### src/rtl/lui_pkg.sv
package lui_pkg;

   // Back stages, youngest first: register read, ALU, mem 1, mem 2, write.
   localparam int NUM_BACK = 5;
   localparam int STW      = 3;

   localparam logic [STW-1:0] ST_RR = 3'd0;
   localparam logic [STW-1:0] ST_AL = 3'd1;
   localparam logic [STW-1:0] ST_M1 = 3'd2;
   localparam logic [STW-1:0] ST_M2 = 3'd3;
   localparam logic [STW-1:0] ST_RW = 3'd4;

   typedef enum logic [1:0] {
      FWD_RF  = 2'd0,
      FWD_ALU = 2'd1,
      FWD_MEM = 2'd2
   } fwd_e;

   typedef struct packed {
      logic           hit;
      logic           is_load;
      logic [STW-1:0] stage;
   } prod_t;

endpackage

### src/rtl/lui_match.sv
module lui_match
   import lui_pkg::*;
#(
   parameter int REG_AW = 5
) (
   input  logic [REG_AW-1:0]                 src,
   input  logic [NUM_BACK-1:0]               bk_valid,
   input  logic [NUM_BACK-1:0]               bk_wen,
   input  logic [NUM_BACK-1:0]               bk_load,
   input  logic [NUM_BACK-1:0][REG_AW-1:0]   bk_dst,
   output prod_t                             prod
);

   logic [NUM_BACK-1:0] hit_vec;
   logic                src_live;

   assign src_live = (src != '0);

   for (genvar k = 0; k < NUM_BACK; k++) begin : g_cmp
      assign hit_vec[k] = src_live & bk_valid[k] & bk_wen[k] &
                          (bk_dst[k] == src);
   end

   // Lowest index is the youngest writer; scanning downward lets it win.
   always_comb begin
      prod = '0;
      for (int k = NUM_BACK - 1; k >= 0; k--) begin
         if (hit_vec[k]) begin
            prod.hit     = 1'b1;
            prod.is_load = bk_load[k];
            prod.stage   = STW'(k);
         end
      end
   end

endmodule

### src/rtl/lui_policy.sv
module lui_policy
   import lui_pkg::*;
#(
   parameter bit BYPASS = 1'b1
) (
   input  prod_t prod,
   output logic  hold,
   output fwd_e  sel
);

   if (BYPASS) begin : g_fwd
      // Load data is usable at the ALU input once the load reached mem 1
      // at departure; a non-load in register read is taken from the
      // ALU result register, later ones via write-through.
      always_comb begin
         hold = prod.hit & prod.is_load & (prod.stage <= ST_AL);
         sel  = FWD_RF;
         if (prod.hit && !prod.is_load && prod.stage == ST_RR)
            sel = FWD_ALU;
         else if (prod.hit && prod.is_load && prod.stage == ST_M1)
            sel = FWD_MEM;
      end
   end else begin : g_nofwd
      // Operand readable only the cycle after its register-file write:
      // non-loads write in mem 1, loads in the write stage.
      always_comb begin
         if (prod.is_load)
            hold = prod.hit & (prod.stage <= ST_M2);
         else
            hold = prod.hit & (prod.stage <= ST_AL);
         sel  = FWD_RF;
      end
   end

endmodule

### src/rtl/lui_fwd_pipe.sv
module lui_fwd_pipe
   import lui_pkg::*;
(
   input  logic clk,
   input  logic rst_n,
   input  logic launch,
   input  fwd_e sel_a_in,
   input  fwd_e sel_b_in,
   output fwd_e sel_a_al,
   output fwd_e sel_b_al
);

   fwd_e sel_a_rr, sel_b_rr;

   always_ff @(posedge clk) begin
      if (!rst_n) begin
         sel_a_rr <= FWD_RF;
         sel_b_rr <= FWD_RF;
         sel_a_al <= FWD_RF;
         sel_b_al <= FWD_RF;
      end else begin
         sel_a_rr <= launch ? sel_a_in : FWD_RF;
         sel_b_rr <= launch ? sel_b_in : FWD_RF;
         sel_a_al <= sel_a_rr;
         sel_b_al <= sel_b_rr;
      end
   end

   // a slot that did not leave decode two cycles ago never forwards.
   a_r10_idle_slot_rf : assert property (@(posedge clk) disable iff (!rst_n)
      !$past(launch, 2) |-> (sel_a_al == FWD_RF && sel_b_al == FWD_RF));

endmodule

### src/rtl/lui_interlock.sv
module lui_interlock
   import lui_pkg::*;
#(
   parameter int REG_AW = 5,
   parameter bit BYPASS = 1'b1
) (
   input  logic                               clk,
   input  logic                               rst_n,
   input  logic                               dec_valid,
   input  logic [REG_AW-1:0]                  dec_src_a,
   input  logic [REG_AW-1:0]                  dec_src_b,
   input  logic [NUM_BACK-1:0]                bk_valid,
   input  logic [NUM_BACK-1:0]                bk_wen,
   input  logic [NUM_BACK-1:0]                bk_load,
   input  logic [NUM_BACK-1:0][REG_AW-1:0]    bk_dst,
   output logic                               stall,
   output logic                               bubble,
   output logic [1:0]                         fwd_sel_a,
   output logic [1:0]                         fwd_sel_b
);

   localparam int MAX_STALL = BYPASS ? 2 : 4;
   localparam int RUN_W     = 3;

   if (REG_AW < 1 || REG_AW > 8) begin : g_bad_aw
      $error("lui_interlock: REG_AW must lie in 1..8");
   end

   prod_t prod_a, prod_b;
   logic  hold_a, hold_b, launch;
   fwd_e  sel_a_dec, sel_b_dec, sel_a_al, sel_b_al;

   lui_match #(.REG_AW(REG_AW)) i_match_a (
      .src(dec_src_a), .bk_valid(bk_valid), .bk_wen(bk_wen),
      .bk_load(bk_load), .bk_dst(bk_dst), .prod(prod_a));

   lui_match #(.REG_AW(REG_AW)) i_match_b (
      .src(dec_src_b), .bk_valid(bk_valid), .bk_wen(bk_wen),
      .bk_load(bk_load), .bk_dst(bk_dst), .prod(prod_b));

   lui_policy #(.BYPASS(BYPASS)) i_policy_a (
      .prod(prod_a), .hold(hold_a), .sel(sel_a_dec));

   lui_policy #(.BYPASS(BYPASS)) i_policy_b (
      .prod(prod_b), .hold(hold_b), .sel(sel_b_dec));

   assign stall  = dec_valid & (hold_a | hold_b);
   assign bubble = stall | ~dec_valid;
   assign launch = dec_valid & ~stall;

   lui_fwd_pipe i_fwd_pipe (
      .clk(clk), .rst_n(rst_n), .launch(launch),
      .sel_a_in(sel_a_dec), .sel_b_in(sel_b_dec),
      .sel_a_al(sel_a_al), .sel_b_al(sel_b_al));

   assign fwd_sel_a = sel_a_al;
   assign fwd_sel_b = sel_b_al;

   // Consecutive-stall run length, used only by the checks below.
   logic [RUN_W-1:0] run_q;
   always_ff @(posedge clk) begin
      if (!rst_n)
         run_q <= '0;
      else if (stall && run_q != '1)
         run_q <= run_q + 1'b1;
      else if (!stall)
         run_q <= '0;
   end

   // no dependence holds decode longer than the load latency.
   a_r2_stall_bound : assert property (@(posedge clk) disable iff (!rst_n)
      run_q <= RUN_W'(MAX_STALL));

   // register 0 sources never hold decode.
   a_r5_zero_src : assert property (@(posedge clk) disable iff (!rst_n)
      (dec_src_a == '0 && dec_src_b == '0) |-> !stall);

   // with no writing stage in flight nothing can stall.
   a_r6_no_writer : assert property (@(posedge clk) disable iff (!rst_n)
      ((bk_valid & bk_wen) == '0) |-> !stall);

   // an empty decode slot never stalls and always bubbles.
   a_r9_empty_slot : assert property (@(posedge clk) disable iff (!rst_n)
      !dec_valid |-> (bubble && !stall));

   // a stall always comes with a bubble.
   a_r9_stall_bubble : assert property (@(posedge clk) disable iff (!rst_n)
      stall |-> bubble);

   if (!BYPASS) begin : g_chk_nofwd
      // without forwarding the selects stay on the register file.
      a_r10_no_fwd : assert property (@(posedge clk) disable iff (!rst_n)
         (fwd_sel_a == 2'd0 && fwd_sel_b == 2'd0));
   end else begin : g_chk_fwd
      // code 3 is never produced.
      a_r10_legal_code : assert property (@(posedge clk) disable iff (!rst_n)
         (fwd_sel_a != 2'd3 && fwd_sel_b != 2'd3));
   end

endmodule

### config.mk
export PLATFORM = sky130hd
export DESIGN_NAME = lui_interlock
export DESIGN_NICKNAME = d
export VERILOG_FILES = /design/src/rtl/lui_pkg.sv /design/src/rtl/lui_match.sv /design/src/rtl/lui_policy.sv /design/src/rtl/lui_fwd_pipe.sv /design/src/rtl/lui_interlock.sv
export SDC_FILE = /design/constraint.sdc
export NUM_CORES = 1
export LEC_CHECK = 0
export BUFFER_PORTS_ARGS = -buffer_cell sky130_fd_sc_hd__buf_2
export CAP_MARGIN = 20
export CORE_MARGIN = 4
export CORE_UTILIZATION = 42
export DETAILED_ROUTE_END_ITERATION = 8
export MAX_ROUTING_LAYER = met4
export PLACE_DENSITY = 0.84
export SETUP_SLACK_MARGIN = 0.1
export SLEW_MARGIN = 20
export SYNTH_ARGS = -nofsm -noshare
export SYNTH_HDL_FRONTEND = slang
export SYNTH_SLANG_ARGS = --single-unit
### constraint.sdc
create_clock -name clk -period 4.9 [get_ports clk]
set_input_delay 0.98 -clock clk [delete_from_list [all_inputs] [get_ports clk]]
set_output_delay 0.98 -clock clk [all_outputs]
set_load 0.05 [all_outputs]
==> results of run 1 <==
-- cells by family after synthesis --
family	share of synthesized area
compound gates	0.184
xor+xnor	0.296
buf+inv	0.0244
flops	0.208
simple gates	0.287
-- placed cells by master, fill, tap and decap left out --
master,Yosys,layout
a211o_2,1,1
buf_2,0,42
o221a_2,1,1
or4_1,1,1
inv_1,5,5
xnor2_1,13,13
nand3_1,3,3
and3_1,1,1
o2bb2ai_4,1,1
nor3_1,2,2
a221oi_1,1,1
o21a_1,1,1
nor2_1,5,5
a221o_1,1,1
o221ai_1,1,1
a21oi_1,1,1
nand4b_4,1,1
and2_1,5,5
nor4b_1,1,1
nor4_1,2,2
a2111oi_4,1,1
clkbuf_4,0,3
nand2_1,6,6
dfxtp_1,8,8
nor2_4,1,1
nor4_4,1,1
or4b_1,1,1
a22o_2,1,1
a211oi_1,2,2
nand4_1,2,2
xor2_1,13,13
nand4b_1,1,1
-- per-layer routing --
layer / vias to the layer above / global-route usage / wire (um) / share of wire
li1: 391 / - / - / -
met1: 362 / 0.161 / 705 / 0.36
met2: 42 / 0.317 / 1050 / 0.53
met3: 6 / 0.0297 / 186 / 0.094
met4: 0 / 0.0762 / 40 / 0.020
met5: - / - / 0 / 0
-- cell usage after synthesis, types with 2 or more instances --
master / number / area share
and2_1: 5 / 0.041
nor4_1: 2 / 0.016
nand2_1: 6 / 0.029
xnor2_1: 13 / 0.15
dfxtp_1: 8 / 0.21
nor2_1: 5 / 0.024
nor3_1: 2 / 0.013
inv_1: 5 / 0.024
nand4_1: 2 / 0.016
nand3_1: 3 / 0.020
xor2_1: 13 / 0.15
a211oi_1: 2 / 0.020
-- sequential cells by signal, indices dropped and copies added, names as in the netlist --
name / cells
i_fwd_pipe.sel_a_al: 2
i_fwd_pipe.sel_a_rr: 2
i_fwd_pipe.sel_b_al: 2
i_fwd_pipe.sel_b_rr: 2
-- final cells by class --
class / instances / area, um^2 / share of cell area
clock buffer: 3 / 22.5 / 0.0218
timing repair buffer: 42 / 210 / 0.204
multi-input combinational: 71 / 589 / 0.571
sequential: 8 / 160 / 0.155
inverter: 5 / 18.8 / 0.0182
tap: 25 / 31.3 / 0.0303
-- where the power goes --
group          internal (uW)  total [uW]  switching, uW
logic                   28.2        61.9           33.8
clock network           27.9        48.8           20.9
registers               65.2        65.2         0.0130
-- stage by stage --
| stage | instances | hold WS (ns) | utilization | power (uW) | setup slack [ns] |
|---|---|---|---|---|---|
| 2_1_floorplan | 84 | 0.412 | - | 98.2 | 1.51 |
| 4_1_cts | 154 | 0.439 | 0.598 | 178 | 1.23 |
| 6_report | 154 | 0.433 | 0.598 | 176 | 1.24 |
| 3_5_place_dp | 151 | 0.424 | 0.585 | 128 | 1.23 |
| 3_3_place_gp | 151 | 0.414 | 0.585 | 125 | 1.26 |
| 5_1_grt | 154 | 0.445 | 0.598 | 187 | 1.07 |
-- path summary, 6_finish.rpt --
path              slack (ns)                      to                   start  cells past startpoint
hold reg to reg         0.43  i_fwd_pipe.sel_a_al[1]  i_fwd_pipe.sel_a_rr[1]                      1
setup reg to reg        4.37  i_fwd_pipe.sel_a_al[0]  i_fwd_pipe.sel_a_rr[0]                      1
setup / recovery        1.24                  bubble            dec_src_a[3]                      7
hold / removal          0.43  i_fwd_pipe.sel_a_al[1]  i_fwd_pipe.sel_a_rr[1]                      1
==> insert_results.sql, run 1 <==
INSERT INTO impl_metrics (metric_group, metric, value, unit) VALUES
('grt', 'wire_length_of_the_first_global_routing_pass', '3260', 'um'),
('routing', 'final_antenna_net_count', '0', ''),
('routing', 'routed_wirelength', '1980', 'um'),
('routing', 'dr.first_iter.drc_count', '10', ''),
('floorplan', 'placeableCoreArea', '1730', 'um^2'),
('sta', 'setup-violations-final', '0', ''),
('logic_synthesis', 'synthesis.nets', '137', ''),
('run', 'drv_cap', '0', ''),
('clock_tree', 'htree_num_levels', '1', ''),
('sta', 'period_share', '0.748', ''),
('logic_synthesis', 'synthDistinctLibCells', '30', ''),
('worst_setup_path', 'data_required_time_of_the_worst_path', '3.92', 'ns'),
('sta', 'worstMarginPinSlew', '0.615', 'ns'),
('status', 'run_status', 'completed', ''),
('power', 'cellPowerDensity', '170', 'nW/um^2'),
('clock_tree', 'cts_buffers', '3', ''),
('routing', 'detail_route.first_pass.iterations', '4', ''),
('worst_setup_path', 'critPathKind', 'input port to output pin', ''),
('grt', 'grt_max_degree', '7', ''),
('routing', 'avgRoutedWirePerCell', '12.9', 'um'),
('worst_setup_path', 'path_max_fanout', '6', ''),
('power', 'ir_worst_vdd', '0.0753', 'mV'),
('clock_tree', 'clkLatencyLatePin', '0.25', 'ns'),
('routing', 'detail_route.drc_violations', '0', ''),
('routing', 'via_count', '801', ''),
('final_layout', 'area.growth.synth_to_final', '34.4', '%'),
('sta', 'sum_of_negative_setup_slack', '0', 'ns'),
('grt', 'grt.total_usage', '0.167', ''),
('floorplan', 'io_pins', '59', ''),
('worst_hold_path', 'hold_class', 'flip-flop to flip-flop', ''),
('logic_synthesis', 'synth_ff_type', 'dfxtp_1', ''),
('worst_setup_path', 'timing.critical_path.max_delay_family', 'simple AND/OR/NAND/NOR gates', ''),
('worst_setup_path', 'startpoint_kind_of_the_worst_setup_timing_path', 'input port', ''),
('clock_tree', 'post_cts_resized', '0', ''),
('clock_tree', 'post_cts.repair.setup_buffers', '0', ''),
('worst_setup_path', 'cp_num_buf_inv', '2', ''),
('final_layout', 'design.final.nets', '184', ''),
('clock_tree', 'cts.hold.buffers_added', '0', ''),
('floorplan', 'chipHeight', '50.8', 'um'),
('power', 'power.leakage', '0.000470', 'uW'),
('clock_tree', 'cts_tree', 'built', ''),
('logic_synthesis', 'ys_warn_count', '0', ''),
('grt', 'antenna_found_initial', '0', ''),
('logic_synthesis', 'syn_inst', '84', ''),
('worst_setup_path', 'critPathSlowestCell', 'nor4_1', ''),
('sta', 'min_period', '3.66', 'ns'),
('floorplan', 'die_area', '2580', 'um^2'),
('sta', 'final-hold-violation-count', '0', ''),
('logic_synthesis', 'synth_enable_flop_cells', '0', ''),
('sta', 'rsz0062_at_grt', 'false', ''),
('clock_tree', 'cts.clk_slew.worst_paths', '0.05', 'ns'),
('final_layout', 'final_cell_area', '1030', 'um^2'),
('worst_setup_path', 'critical_path.most_common_cell', 'buf_2', ''),
('final_layout', 'final_layout_size_suffix_gt1_frac', '0.411', ''),
('grt', 'first_global_vias', '807', ''),
('place', 'place.gp.congestion', '0.813', ''),
('logic_synthesis', 'seq_area_frac_synth', '0.208', ''),
('routing', 'avgViaCountPerCell', '5.20', ''),
('clock_tree', 'root_buffer', 'clkbuf_4', ''),
('worst_setup_path', 'arrival', '2.68', 'ns'),
('worst_setup_path', 'critPathCaptureType', 'output pin', ''),
('sta', 'maxClockFrequency', '0.273', 'GHz'),
('final_layout', 'diodes', '0', ''),
('floorplan', 'initial_core_utilization', '0.445', ''),
('grt', 'grt_remaining_overflow', '0', ''),
('logic_synthesis', 'synth_async_sr_flop_share', '0', ''),
('sta', 'slew_headroom', '0.584', ''),
('floorplan', 'rows', '15', ''),
('place', 'buffer_ports.inserted', '42', ''),
('clock_tree', 'clock_tree.buffer_depth', '2', ''),
('floorplan', 'floorplan.die.width', '50.8', 'um'),
('logic_synthesis', 'post_synth_instance_area', '768', 'um^2'),
('sta', 'timing.final.max_slew_violations', '0', ''),
('clock_tree', 'clock_sinks', '8', ''),
('worst_setup_path', 'critPathMaxStageDelay', '0.35', 'ns'),
('logic_synthesis', 'syn_avg_cell_area', '9.15', 'um^2'),
('final_layout', 'fillers', '167', ''),
('logic_synthesis', 'ys_seq_elements', '8', ''),
('worst_setup_path', 'path_cells', 'buf_2, xor2_1, nor4_1, nand3_1, o2bb2ai_4, a211o_2, buf_2', ''),
('place', 'sum_of_net_half_perimeters_after_detailed_placement', '1800', 'um'),
('sta', 'finalClockSkew', '0.000105', 'ns'),
('place', 'detailed_place.area', '1010', 'um^2');
(Power assumes the default switching activity.)
==> run 2: changes to the inputs <==
ABC_AREA = 1   (was not set)
CORE_UTILIZATION = 45   (was 42)
PLACE_DENSITY = 0.78   (was 0.84)
clock period = 3.25 ns   (was 4.9 ns; I/O delays follow)
==> run 2 against run 1 <==
Effect of this change:
- sequential share of layout area shrank 6.7 points
- sequential power increased by 51%
- non-clock buffer count rose by 16
- largest cell class unchanged
- clock power grew 51%
- sequential cell count unchanged
- critical endpoint is now stall
- combinational power increased to 3.0 times the previous value
- wire length up 120%
==> insert_results.sql, run 2 <==
INSERT INTO impl_metrics (metric_group, metric, value, unit) VALUES
('floorplan', 'chipHeight', '65.6', 'um'),
('routing', 'detail_route.drc_violations', '0', ''),
('worst_setup_path', 'critPathSlowestCell', 'or2_4', ''),
('logic_synthesis', 'synthDistinctLibCells', '31', ''),
('routing', 'detail_route.first_pass.iterations', '4', ''),
('logic_synthesis', 'synthesis.nets', '330', ''),
('logic_synthesis', 'ys_warn_count', '0', ''),
('logic_synthesis', 'synth_ff_type', 'dfxtp_1', ''),
('sta', 'sum_of_negative_setup_slack', '0', 'ns'),
('grt', 'grt_remaining_overflow', '0', ''),
('worst_setup_path', 'critical_path.most_common_cell', 'nand2_1', ''),
('worst_setup_path', 'startpoint_kind_of_the_worst_setup_timing_path', 'input port', ''),
('floorplan', 'placeableCoreArea', '3130', 'um^2'),
('place', 'place.gp.congestion', '1.01', ''),
('place', 'detailed_place.area', '1800', 'um^2'),
('logic_synthesis', 'post_synth_instance_area', '1500', 'um^2'),
('floorplan', 'rows', '20', ''),
('clock_tree', 'cts_tree', 'built', ''),
('logic_synthesis', 'seq_area_frac_synth', '0.107', ''),
('routing', 'via_count', '1768', ''),
('grt', 'wire_length_of_the_first_global_routing_pass', '7200', 'um'),
('power', 'overall_power_consumption', '355', 'uW'),
('final_layout', 'design.final.nets', '387', ''),
('clock_tree', 'cts.hold.buffers_added', '0', ''),
('logic_synthesis', 'synthSimpleGateAreaFrac', '0.594', ''),
('place', 'sum_of_net_half_perimeters_after_detailed_placement', '3720', 'um'),
('sta', 'min_period', '2.91', 'ns'),
('power', 'cellPowerDensity', '194', 'nW/um^2'),
('worst_setup_path', 'critPathKind', 'input port to output pin', ''),
('logic_synthesis', 'yosys-top-cells-count', '106 x nand2_1, 33 x inv_1, 32 x nor2_1', ''),
('status', 'run_status', 'completed', ''),
('worst_setup_path', 'arrival', '2.26', 'ns'),
('logic_synthesis', 'synth_async_sr_flop_share', '0', ''),
('clock_tree', 'clock_tree.buffer_depth', '2', ''),
('grt', 'antenna_found_initial', '0', ''),
('clock_tree', 'cts_buffers', '3', ''),
('clock_tree', 'clkLatencyLatePin', '0.25', 'ns'),
('worst_setup_path', 'timing.critical_path.max_delay_family', 'simple AND/OR/NAND/NOR gates', ''),
('logic_synthesis', 'synth_xor_area_frac', '0.117', ''),
('floorplan', 'floorplan.die.width', '65.6', 'um'),
('place', 'buffer_ports.inserted', '58', ''),
('final_layout', 'layout.cells.most_common_list', '106 x nand2_1, 58 x buf_2, 33 x inv_1', ''),
('final_layout', 'final_cell_area', '1830', 'um^2'),
('logic_synthesis', 'synth_top_area_share', '0.266', ''),
('worst_setup_path', 'critPathCaptureType', 'output pin', ''),
('logic_synthesis', 'synth_top_family_by_area', 'simple AND/OR/NAND/NOR gates', ''),
('logic_synthesis', 'syn_inst', '277', ''),
('sta', 'finalClockSkew', '0.00914', 'ns'),
('sta', 'setup-violations-final', '0', ''),
('final_layout', 'final_common_cell', 'nand2_1', ''),
('sta', 'rsz0062_at_grt', 'false', ''),
('sta', 'worstMarginPinSlew', '0.300', 'ns'),
('clock_tree', 'post_cts.repair.setup_buffers', '0', ''),
('sta', 'maxClockFrequency', '0.343', 'GHz'),
('sta', 'slew_headroom', '0.798', ''),
('sta', 'timing.final.max_slew_violations', '0', ''),
('worst_hold_path', 'hold_class', 'flip-flop to flip-flop', ''),
('logic_synthesis', 'fraction_of_the_mapped_netlist_area_in_compound_gates', '0.0477', ''),
('worst_setup_path', 'critPathMaxStageDelay', '0.29', 'ns'),
('logic_synthesis', 'synth_fa_ha_area_frac', '0', ''),
('grt', 'grt.total_usage', '0.218', ''),
('floorplan', 'io_pins', '59', ''),
('logic_synthesis', 'yosys-mux-area-fraction', '0', ''),
('routing', 'avgRoutedWirePerCell', '11.5', 'um'),
('sta', 'final-hold-violation-count', '0', ''),
('logic_synthesis', 'ys_top_cells_by_area', 'nand2_1 27%, dfxtp_1 11%, inv_1 8.3%, xnor2_1 8.2%, nor2_1 8.0%', ''),
('clock_tree', 'root_buffer', 'clkbuf_4', ''),
('clock_tree', 'htree_num_levels', '1', ''),
('grt', 'first_global_vias', '1656', ''),
('floorplan', 'initial_core_utilization', '0.478', ''),
('run', 'drv_cap', '0', ''),
('routing', 'avgViaCountPerCell', '4.70', ''),
('routing', 'routed_wirelength', '4310', 'um'),
('worst_setup_path', 'cp_num_buf_inv', '2', ''),
('power', 'ir_worst_vdd', '0.0872', 'mV'),
('logic_synthesis', 'ys_seq_elements', '8', ''),
('final_layout', 'area.growth.synth_to_final', '22.2', '%'),
('power', 'power.leakage', '0.00106', 'uW'),
('grt', 'grt_max_degree', '10', ''),
('final_layout', 'final_layout_size_suffix_gt1_frac', '0.283', ''),
('clock_tree', 'clock_sinks', '8', ''),
('worst_setup_path', 'data_required_time_of_the_worst_path', '2.60', 'ns'),
('sta', 'period_share', '0.896', ''),
('worst_setup_path', 'path_cells', 'buf_2, or2_4, nor2_8, nor2_2, nand2_1, nand3_2, nand2_1, nand2_1, nand2_2, nand2_4, a21boi_1, buf_2', ''),
('logic_synthesis', 'synth_most_common_cell', 'nand2_1', ''),
('worst_setup_path', 'path_max_fanout', '6', ''),
('routing', 'final_antenna_net_count', '0', ''),
('floorplan', 'die_area', '4310', 'um^2'),
('routing', 'dr.first_iter.drc_count', '125', ''),
('clock_tree', 'post_cts_resized', '0', ''),
('final_layout', 'diodes', '0', ''),
('clock_tree', 'cts.clk_slew.worst_paths', '0.05', 'ns'),
('logic_synthesis', 'largest_area_contributor_in_the_netlist', 'nand2_1', ''),
('logic_synthesis', 'syn_avg_cell_area', '5.40', 'um^2'),
('logic_synthesis', 'synth_enable_flop_cells', '0', '');
[run 2: where the power goes]
part | switching, uW | internal, uW | total [uW]
Combinational | 110 | 72.8 | 183
Sequential | 0.0231 | 98.3 | 98.4
Clock | 31.7 | 42.1 | 73.8
Total | 142 | 213 | 355
[run 2: cell type report]
cell class / instances / area, um^2
clock buffers: 3 / 22.5
fillers: 323 / 1300
inverters: 43 / 164
multi-input cells: 220 / 1130
flip-flops and latches: 8 / 160
well taps: 44 / 55.1
repair buffers: 58 / 290
[run 2: logic make-up after synthesis]
family | count (synthesis)
compound gates | 13
xor+xnor | 20
buf+inv | 49
flops | 8
simple gates | 187
[run 2: stage by stage]
stage                     hold slack, ns  cells  setup slack, ns  utilization
after global routing               0.427    376            0.120        0.584
after CTS                          0.414    376            0.368        0.584
after floorplan                    0.390    277            0.256            -
final                              0.411    376            0.338        0.584
after global placement             0.392    373            0.432        0.577
after detailed placement           0.402    373            0.403        0.577
[run 2: worst paths after layout]
path,from,cells past startpoint,slack (ns),end
worst max register to register,i_fwd_pipe.sel_a_rr[0],2,2.76,i_fwd_pipe.sel_a_al[0]
worst min-delay path,i_fwd_pipe.sel_b_rr[1],2,0.41,i_fwd_pipe.sel_b_al[1]
worst max-delay path,dec_src_b[3],12,0.34,stall
worst min register to register,i_fwd_pipe.sel_b_rr[1],2,0.41,i_fwd_pipe.sel_b_al[1]
[run 2: routing by layer]
layer	up-vias	wire length, um	track usage
met1	741	2000	0.290
met2	75	1910	0.345
met4	0	7	0.0415
met5	-	0	-
met3	2	386	0.0393
li1	950	-	-
[run 2: worst min-delay path, cell delays in order (launching register included)]
cell and delay, ns:
dfxtp_1 0.30, nand2_1 0.05, inv_1 0.04
==> run 3: changes to the inputs <==
ABC_AREA = not set   (was 1)
CORE_UTILIZATION = 35   (was 45)
MAX_ROUTING_LAYER = not set   (was met4)
PLACE_DENSITY = 0.75   (was 0.78)
==> run 3 against run 2 <==
Effect of this change:
- register-to-register slack got worse by 0.04 ns
- worst hold slack improved by 0.020 ns
- sequential share of layout area increased by 6.6 points
- critical path depth decreased by 5
- maximum frequency decreased by 2.8%
- combinational power decreased by 48%
- total power decreased by 26%
- utilization decreased by 6.9 points
- clock power decreased by 3.4%
- critical path type unchanged
- largest cell class unchanged
- largest power group is now registers
- highest routed layer unchanged
==> insert_results.sql, run 3 (synthesis gave the netlist of run 1 again) <==
INSERT INTO impl_metrics (metric_group, metric, value, unit) VALUES
('worst_setup_path', 'worst_r2r_startpoint', 'i_fwd_pipe.sel_a_rr[0]', ''),
('worst_setup_path', 'critPathKind', 'input port to output pin', ''),
('power', 'ir_worst_vdd', '0.110', 'mV'),
('final_layout', 'final_layout_size_suffix_gt1_frac', '0.419', ''),
('worst_setup_path', 'worst_reg2reg_path_endpoint', 'i_fwd_pipe.sel_a_al[0]', ''),
('sta', 'rsz0062_at_grt', 'false', ''),
('floorplan', 'initial_core_utilization', '0.380', ''),
('worst_setup_path', 'r2r_slack', '2.72', 'ns'),
('routing', 'avgViaCountPerCell', '5.12', ''),
('sta', 'maxClockFrequency', '0.334', 'GHz'),
('clock_tree', 'cts_buffers', '3', ''),
('floorplan', 'rows', '16', ''),
('final_layout', 'layout.cells.most_common_list', '42 x buf_2, 13 x xor2_1, 13 x xnor2_1', ''),
('sta', 'period_share', '0.922', ''),
('sta', 'final-hold-violation-count', '0', ''),
('worst_hold_path', 'hold_class', 'flip-flop to flip-flop', ''),
('floorplan', 'floorplan.die.width', '54.9', 'um'),
('power', 'cellPowerDensity', '254', 'nW/um^2'),
('sta', 'slew_headroom', '0.609', ''),
('grt', 'wire_length_of_the_first_global_routing_pass', '3370', 'um'),
('final_layout', 'design.final.nets', '184', ''),
('power', 'pwr-share-comb', '0.358', ''),
('worst_setup_path', 'cp_num_buf_inv', '2', ''),
('worst_setup_path', 'arrival', '2.35', 'ns'),
('routing', 'detail_route.first_pass.iterations', '4', ''),
('power', 'power.share.sequential', '0.373', ''),
('power', 'overall_power_consumption', '264', 'uW'),
('grt', 'grt.total_usage', '0.154', ''),
('final_layout', 'multi_input_area', '596', 'um^2'),
('floorplan', 'die_area', '3010', 'um^2'),
('worst_setup_path', 'path_max_fanout', '4', ''),
('power', 'power.leakage', '0.000470', 'uW'),
('routing', 'routed_wirelength', '2020', 'um'),
('sta', 'worstMarginPinSlew', '0.578', 'ns'),
('sta', 'sum_of_negative_setup_slack', '0', 'ns'),
('sta', 'finalClockSkew', '0.000165', 'ns'),
('clock_tree', 'cts_tree', 'built', ''),
('place', 'sum_of_net_half_perimeters_after_detailed_placement', '1830', 'um'),
('clock_tree', 'htree_num_levels', '1', ''),
('power', 'power_switching_share', '0.307', ''),
('floorplan', 'chipHeight', '54.9', 'um'),
('place', 'buffer_ports.inserted', '42', ''),
('routing', 'avgRoutedWirePerCell', '12.9', 'um'),
('grt', 'antenna_found_initial', '0', ''),
('worst_setup_path', 'worst-r2r-cell-count', '1', ''),
('final_layout', 'final_core_util', '0.515', ''),
('clock_tree', 'clock_tree.buffer_depth', '2', ''),
('worst_setup_path', 'data_required_time_of_the_worst_path', '2.60', 'ns'),
('clock_tree', 'clkLatencyLatePin', '0.24', 'ns'),
('clock_tree', 'root_buffer', 'clkbuf_4', ''),
('clock_tree', 'post_cts.repair.setup_buffers', '0', ''),
('sta', 'setup-violations-final', '0', ''),
('final_layout', 'area.sequential', '160', 'um^2'),
('worst_setup_path', 'critPathSlowestCell', 'or4_1', ''),
('power', 'switchingPower', '81.1', 'uW'),
('final_layout', 'area.growth.synth_to_final', '35.5', '%'),
('floorplan', 'placeableCoreArea', '2020', 'um^2'),
('routing', 'detail_route.drc_violations', '0', ''),
('worst_setup_path', 'critPathMaxStageDelay', '0.58', 'ns'),
('run', 'drv_cap', '0', ''),
('routing', 'final_antenna_net_count', '0', ''),
('power', 'cellInternalPower', '183', 'uW'),
('clock_tree', 'clock_sinks', '8', ''),
('place', 'place.gp.congestion', '0.812', ''),
('sta', 'timing.final.max_slew_violations', '0', ''),
('final_layout', 'diodes', '0', ''),
('grt', 'grt_max_degree', '7', ''),
('status', 'run_status', 'completed', ''),
('grt', 'grt_remaining_overflow', '0', ''),
('worst_hold_path', 'min_from', 'i_fwd_pipe.sel_b_rr[0]', ''),
('worst_setup_path', 'critical_path.most_common_cell', 'buf_2', ''),
('worst_setup_path', 'path_cells', 'buf_2, or4_1, nor2_4, nor4_4, o21a_1, a211o_2, buf_2', ''),
('sta', 'min_period', '3.00', 'ns'),
('worst_hold_path', 'min_delay_worst_endpoint', 'i_fwd_pipe.sel_b_al[0]', ''),
('clock_tree', 'cts.clk_slew.worst_paths', '0.05', 'ns'),
('routing', 'dr.first_iter.drc_count', '5', ''),
('worst_setup_path', 'startpoint_kind_of_the_worst_setup_timing_path', 'input port', ''),
('grt', 'first_global_vias', '805', ''),
('final_layout', 'fillers', '206', ''),
('worst_setup_path', 'critPathCaptureType', 'output pin', ''),
('routing', 'via_count', '798', ''),
('floorplan', 'io_pins', '59', ''),
('power', 'pwr-share-clk', '0.270', ''),
('worst_setup_path', 'timing.critical_path.max_delay_family', 'simple AND/OR/NAND/NOR gates', ''),
('worst_hold_path', 'worst_hold_path.num_cells', '1', ''),
('final_layout', 'final_common_cell', 'buf_2', '');
==> run 3: cell count changes in the layout (fill, tap and decap cells not counted), sizes merged, moves of 6 or more <==
cell | before | now
nor2 | 42 | 6
a21oi | 7 | 1
nand3 | 24 | 3
xor2 | 6 | 13
nand2 | 109 | 6
inv | 43 | 5
buf | 58 | 42
==> run 3: timing repair <==
item | in CTS | in global routing
setup endpoints to repair | 0 | 1
hold buffers | 0 | 0
resized for setup | 0 | 1
==> run 3: per-layer routing <==
| metal | up-vias | global-route usage | wire length (um) | part of all wire |
|---|---|---|---|---|
| met4 | 0 | 0.0871 | 29 | 0.014 |
| met3 | 4 | 0.0191 | 214 | 0.11 |
| met2 | 41 | 0.278 | 1030 | 0.51 |
| met5 | - | 0 | 0 | 0 |
| met1 | 361 | 0.170 | 748 | 0.37 |
| li1 | 392 | - | - | - |
==> run 3: worst max path at each step <==
stage | cells after the start | startpoint | slack (ns) | endpoint
finish | 7 | dec_src_b[0] | 0.25 | bubble
global route | 7 | dec_src_b[0] | 0.17 | bubble
CTS | 7 | dec_src_a[3] | 0.21 | bubble
detailed placement | 7 | dec_src_a[3] | 0.20 | bubble
global placement | 7 | dec_src_a[3] | 0.25 | bubble
floorplan | 5 | dec_src_b[0] | 0.52 | bubble
==> run 3: area by class of cell <==
type	count	area share
clock buffer	3	0.0216
inverter	5	0.0180
multi-input combinational	71	0.572
sequential	8	0.154
tap	27	0.0325
timing repair buffer	42	0.202
==> run 3: power by group through the flow <==
| stage | clock [uW] | combinational, uW | sequential (uW) |
|---|---|---|---|
| final | 71.3 | 94.5 | 98.5 |
| after global placement | 0 | 88.9 | 100 |
| after global routing | 79.6 | 104 | 98.2 |
| after detailed placement | 0 | 93.2 | 100 |
| after floorplan | 0 | 47.6 | 101 |
| after CTS | 76.0 | 93.5 | 98.4 |
==> run 3: stage by stage <==
stage | cells | setup WS, ns | hold WS (ns) | instance area, um^2
6_report | 156 | 0.254 | 0.431 | 1040
5_1_grt | 156 | 0.171 | 0.453 | 1040
2_1_floorplan | 84 | 0.520 | 0.412 | 768
4_1_cts | 156 | 0.210 | 0.435 | 1030
3_3_place_gp | 153 | 0.246 | 0.413 | 1010
3_5_place_dp | 153 | 0.204 | 0.423 | 1010
